`src/rtl/cx_pkg.sv`:
```
// Package: shared encodings for the compressed immediate expander.
// Assumes a 32-bit native word and 16-bit compressed half-words.
package cx_pkg;
    localparam int NATIVE_W = 32;
    localparam int HALF_W   = 16;
    localparam int REG_W    = 3;
    localparam int IMM_W    = 8;

    typedef enum logic [1:0] {
        CX_MOV = 2'b00,
        CX_CMP = 2'b01,
        CX_ADD = 2'b10,
        CX_SUB = 2'b11
    } cx_minor_e;

    localparam logic [2:0]  GROUP_TAG = 3'b001;
    localparam logic [3:0]  COND_AL   = 4'b1110;
    localparam logic [3:0]  OPC_MOV   = 4'b1101;
    localparam logic [3:0]  OPC_CMP   = 4'b1010;
    localparam logic [3:0]  OPC_ADD   = 4'b0100;
    localparam logic [3:0]  OPC_SUB   = 4'b0010;
    localparam logic [31:0] NOP_WORD  = 32'hE1A0_0000;

    typedef struct packed {
        logic [NATIVE_W-1:0] insn;
        logic                undef;
    } cx_result_t;
endpackage

```
`src/rtl/cx_lane_select.sv`:
```
// Module: picks one half-word lane out of a fetched word.
// Assumes WORD_W is even; sel_hi=1 returns the upper half.
module cx_lane_select #(
    parameter int WORD_W = 32,
    localparam int LANE_W = WORD_W / 2
) (
    input  logic [WORD_W-1:0] word_in,
    input  logic              sel_hi,
    output logic [LANE_W-1:0] lane_out
);
    // Lane multiplexer, one bit per generate iteration.
    for (genvar b = 0; b < LANE_W; b++) begin : g_bit
        assign lane_out[b] = sel_hi ? word_in[b + LANE_W] : word_in[b];
    end
endmodule

```
`src/rtl/cx_imm_expand.sv`:
```
// Module: rebuilds one compressed immediate-group half-word as a native
// data-processing instruction. It is purely combinational.
// Assumes the caller qualifies the result with cmp mode; any tag other
// than the group tag yields undef and the no-op word.
module cx_imm_expand
    import cx_pkg::*;
(
    input  logic [HALF_W-1:0] half_in,
    output cx_result_t        res
);
    logic [2:0]       tag;
    cx_minor_e        minor;
    logic [REG_W-1:0] rnum;
    logic [IMM_W-1:0] imm;
    logic [3:0]       opc;
    logic [3:0]       rn_f;
    logic [3:0]       rd_f;

    assign tag   = half_in[15:13];
    assign minor = cx_minor_e'(half_in[12:11]);
    assign rnum  = half_in[10:8];
    assign imm   = half_in[7:0];

    // Opcode and register-field routing per minor code.
    always_comb begin
        opc  = OPC_ADD;
        rn_f = {1'b0, rnum};
        rd_f = {1'b0, rnum};
        unique case (minor)
            CX_MOV: begin opc = OPC_MOV; rn_f = 4'd0; end
            CX_CMP: begin opc = OPC_CMP; rd_f = 4'd0; end
            CX_ADD: opc = OPC_ADD;
            CX_SUB: opc = OPC_SUB;
            default: opc = OPC_ADD;
        endcase
    end

    // Assemble the native word, or substitute the no-op for foreign tags.
    always_comb begin
        if (tag == GROUP_TAG) begin
            res.insn  = {COND_AL, 2'b00, 1'b1, opc, 1'b1, rn_f, rd_f, 4'b0000, imm};
            res.undef = 1'b0;
        end else begin
            res.insn  = NOP_WORD;
            res.undef = 1'b1;
        end
    end
endmodule

```
`src/rtl/cmp_expander.sv`:
```
// Module: top of the expander stage. It selects a lane, expands it or
// passes the native word through, and registers the result with one
// cycle of latency. Assumes a synchronous active-low reset.
module cmp_expander
    import cx_pkg::*;
#(
    parameter int WORD_W = NATIVE_W
) (
    input  logic              clk,
    input  logic              rst_n,
    input  logic              in_valid,
    input  logic [WORD_W-1:0] fetch_word,
    input  logic              lane_hi,
    input  logic              cmp_mode,
    output logic              out_valid,
    output logic [WORD_W-1:0] out_insn,
    output logic              out_undef
);
    localparam int LANE_W = WORD_W / 2;

    logic [LANE_W-1:0] lane;
    cx_result_t        exp_res;
    logic [WORD_W-1:0] nxt_insn;
    logic              nxt_undef;

    cx_lane_select #(.WORD_W(WORD_W)) u_lane (
        .word_in (fetch_word),
        .sel_hi  (lane_hi),
        .lane_out(lane)
    );

    cx_imm_expand u_exp (
        .half_in(lane),
        .res    (exp_res)
    );

    // Stream multiplexer: native word or expanded instruction.
    always_comb begin
        if (cmp_mode) begin
            nxt_insn  = exp_res.insn;
            nxt_undef = exp_res.undef;
        end else begin
            nxt_insn  = fetch_word;
            nxt_undef = 1'b0;
        end
    end

    // Output register: valid follows input valid, data loads only when valid.
    always_ff @(posedge clk) begin
        if (!rst_n) begin
            out_valid <= 1'b0;
            out_insn  <= '0;
            out_undef <= 1'b0;
        end else begin
            out_valid <= in_valid;
            if (in_valid) begin
                out_insn  <= nxt_insn;
                out_undef <= nxt_undef;
            end
        end
    end

    assert_valid_latency_R9: assert property (@(posedge clk) disable iff (!rst_n)
        in_valid |=> out_valid);
    assert_valid_drop_R9: assert property (@(posedge clk) disable iff (!rst_n)
        !in_valid |=> !out_valid);
    assert_hold_idle_R9: assert property (@(posedge clk) disable iff (!rst_n)
        !in_valid |=> ($stable(out_insn) && $stable(out_undef)));
    assert_native_pass_R2: assert property (@(posedge clk) disable iff (!rst_n)
        (in_valid && !cmp_mode) |=> (!out_undef && out_insn == $past(fetch_word)));
    assert_undef_nop_R8: assert property (@(posedge clk) disable iff (!rst_n)
        out_undef |-> (out_insn == NOP_WORD));
    assert_fixed_fields_R4: assert property (@(posedge clk) disable iff (!rst_n)
        (in_valid && cmp_mode && lane[15:13] == GROUP_TAG) |=>
        (out_insn[31:25] == 7'b1110001 && out_insn[20] && out_insn[11:8] == 4'b0000));
endmodule

```
`config.mk`:
```
export PLATFORM = sky130hd
export DESIGN_NAME = cmp_expander
export DESIGN_NICKNAME = d
export VERILOG_FILES = /design/src/rtl/cx_pkg.sv /design/src/rtl/cx_lane_select.sv /design/src/rtl/cx_imm_expand.sv /design/src/rtl/cmp_expander.sv
export SDC_FILE = /design/constraint.sdc
export NUM_CORES = 1
export LEC_CHECK = 0
export BUFFER_PORTS_ARGS = -buffer_cell sky130_fd_sc_hd__buf_2
export CORE_UTILIZATION = 50
export CTS_CLUSTER_DIAMETER = 30
export CTS_CLUSTER_SIZE = 8
export DETAILED_ROUTE_END_ITERATION = 12
export PLACE_DENSITY = 0.8
export SLEW_MARGIN = 40
export SYNTH_ARGS = -nofsm -noshare
export SYNTH_HDL_FRONTEND = slang
export SYNTH_HIERARCHICAL = 1
export SYNTH_SLANG_ARGS = --single-unit
```
`constraint.sdc`:
```
create_clock -name clk -period 2.8 [get_ports clk]
set_input_delay 0.56 -clock clk [delete_from_list [all_inputs] [get_ports clk]]
set_output_delay 0.56 -clock clk [all_outputs]
set_load 0.01 [all_outputs]
```
==> parameters.txt <==
Parameter                              Value

Timing
  Clock period minus final worst setup slack ... around 1.9 ns
  Slack of the critical path ... around 0.91 ns
  Worst slew margin relative to its limit ... 0.637
  Number of max-slew violations in the final report ... 0
  Setup repair after global routing missed its margin ... no
  Post-route clock skew ... 0 ns
  Upper clock frequency limit ... 529 MHz
  Least-Margin Pin Slew ... approximately 0.54 ns
  Total negative setup slack ... 0 ns
  Final setup violation count ... 0
  Final hold violation count ... 0
  Worst hold slack across all endpoints ... roughly 0.48 ns
  Crit share post-route ... 0.675

Synthesis
  Register bit total from synthesis ... 34
  Warnings, synthesis ... 6
  Number of flops mapped to enable cells by yosys ... 0
  Top cells by area, synth ... sky130_fd_sc_hd__dfxtp_1 35%, sky130_fd_sc_hd__mux2i_1 16%, sky130_fd_sc_hd__a21oi_1 8.1%
  Synth Cell Area ... approximately 2000 um^2
  Sequential area share after synthesis ... 0.346
  Proportion of netlist area held by the largest area contributor ... 0.346
  List of most frequent post-synthesis cells ... 34 x sky130_fd_sc_hd__dfxtp_1, 32 x sky130_fd_sc_hd__a21oi_1, 32 x sky130_fd_sc_hd__mux2i_1, 32 x sky130_fd_sc_hd__o21ai_0, 15 x sky130_fd_sc_hd__buf_4
  Async SR Flop Fraction ... 0
  Post-synthesis instance total ... ~200
  Primary FF master, synth ... sky130_fd_sc_hd__dfxtp_1
  Most used standard cell by instance count after synthesis ... sky130_fd_sc_hd__dfxtp_1
  Most area-hungry cell type in the Yosys netlist ... sky130_fd_sc_hd__dfxtp_1
  Per-instance average area after synthesis ... around 9.6 um^2
  Netlist cell types ... 22

Die
  Area of the core ... 3720 um^2
  Horizontal die dimension ... about 65 um
  Number of placement rows ... 22
  Floorplan die area ... 4190 um^2
  Floorplan die height ... 64.7 um
  Effective utilization at floorplan ... 0.530
  Boundary pin count ... 71

Final layout
  Final #Nets ... between 300 and 400
  Register Area ... roughly 680 um^2
  Cell area after layout ... 2270 um^2
  Share of post-route cells with drive strength above 1 ... 0.368
  Total of fill cells in the finished design ... approximately 350
  Area growth from synthesis to layout ... 15.2%
  Area used by multi-input combinational logic ... 1060 um^2
  Post-layout util ... 0.610
  Antenna Cells ... 0
  Final Instance Count excl. Fillers ... around 310

Clocking
  Clk_lat worst skew ... between 0.2 and 0.3 ns
  Total number of clock tree sinks ... 34
  Number of hold buffers added after cts ... 0
  Maximum count of clock buffers along a single path ... 2
  Total number of H-tree levels ... 2
  Clock slew seen by the registers of the worst setup and hold paths ... 0.06 ns
  Clock tree from TritonCTS ... built
  CTS Buf Count ... 5
  Post-CTS resize count ... 0
  Clock root buffer ... sky130_fd_sc_hd__clkbuf_8
  Setup Buffers After CTS ... 0

Pwr
  Static leakage ... roughly 1.2 nW
  Power per cell area ... just under 500 nW/um^2
  Total power ... around 1.1 mW
  Worst vdd rail ir drop ... just under 300 uV

Detailed routing
  Wire length per cell ... ~13 um
  DRC marker count from the first detailed-route iteration ... 56
  Detailed-route vias per instance ... roughly 5.0
  Total wirelength of the detailed-routed design ... approximately 4.2 mm
  Residual DRC count ... 0
  Routed via count ... between 1500 and 2000
  Remaining antenna violation count after routing ... 0
  First-pass DRT Iterations ... 4

Global routing
  Vias in the first global route ... around 1500
  Number of antenna violations at the first check in global routing ... 0
  Total routing usage reported by global routing ... 0.222
  Wire length of the first global-routing pass ... a little over 7 mm
  Final global-route overflow total ... 0
  Pin count of the biggest net entering global routing ... 37

Run status
  Outcome ... finished, final reports clean

Worst setup path
  Critical path class ... in2reg
  Critical path launch point type ... input port
  Register-to-Register Path Depth ... 2
  Data arrival time of the critical path ... approximately 2.1 ns
  Critical Path Sink Type ... flop
  Highest net fanout along the worst path ... 15
  Required time of the critical path ... roughly 3 ns

Place
  Placed insts ... 307
  HPWL after DPL ... between 3 and 4 mm
  Number of buffers added on ports ... 70
  DP Area ... around 2200 um^2
  Pre-CTS WS ... approximately 0.64 ns
  Final RePlAce weighted congestion ... about 0.85

Min path
  Worst hold path class ... reg2reg
  Worst Hold Depth ... 2

Job
  MaxCap Viol Count ... 0
logic make-up (layout without fill, tap and decap cells):
kind of cell    after synthesis  in the layout  share of synthesized area
compound gates               65             65                      0.167
mux                          48             48                      0.273
flops                        34             34                      0.346
buf+inv                      32             83                      0.135
simple gates                 24             24                     0.0750
other cells                   2             12                    0.00382
power breakdown:
group | internal [mW] | switching [mW] | leakage (nW)
Combinational | 0.111 | 0.119 | 0.832
Clock | 0.171 | 0.164 | 0.0383
Sequential | 0.518 | 0.0147 | 0.282
Total | 0.800 | 0.298 | 1.15
layer usage:
metal | GRT usage | vias up | share of wire
met5 | 0 | - | 0
met4 | 0.0833 | 0 | 0.015
met3 | 0.0651 | 7 | 0.054
met2 | 0.345 | 40 | 0.48
met1 | 0.289 | 720 | 0.46
li1 | - | 818 | -
layout make-up:
class | instances | share of cell area
tap | 48 | 0.0265
inverter | 1 | 0.00166
multi-input combinational | 149 | 0.467
clock buffer | 7 | 0.0337
sequential | 34 | 0.300
timing repair buffer | 75 | 0.171
worst paths after layout:
path / endpoint / startpoint / slack [ns]
max: out_insn[17] / lane_hi / 0.91
min: out_undef / out_undef / 0.48
max reg2reg: out_insn[25] / out_insn[25] / 2.12
min reg2reg: out_undef / out_undef / 0.48
worst max-delay path: stages:
cell	delay (ns)
sky130_fd_sc_hd__buf_2	0.19
sky130_fd_sc_hd__mux2_4	0.32
sky130_fd_sc_hd__nor3b_2	0.34
sky130_fd_sc_hd__buf_4	0.25
sky130_fd_sc_hd__and3_1	0.18
sky130_fd_sc_hd__mux2i_1	0.08
sky130_fd_sc_hd__a21oi_1	0.19
cell usage in the layout (no fill, tap or decap), types with 6 or more instances in the layout:
cell / synthesis / routed
sky130_fd_sc_hd__buf_2: 7 / 70
sky130_fd_sc_hd__and3_1: 6 / 6
sky130_fd_sc_hd__conb_1: 2 / 12
sky130_fd_sc_hd__mux2_2: 6 / 6
sky130_fd_sc_hd__mux2i_1: 32 / 32
sky130_fd_sc_hd__mux2_4: 10 / 10
sky130_fd_sc_hd__dfxtp_1: 34 / 34
sky130_fd_sc_hd__o21ai_0: 32 / 32
sky130_fd_sc_hd__a21oi_1: 32 / 32
sky130_fd_sc_hd__and2_1: 10 / 10
state kept, by name, summed over array words and instances (netlist names):
name       cells
out_insn      32
out_undef      1
out_valid      1
(Power assumes the default switching activity.)
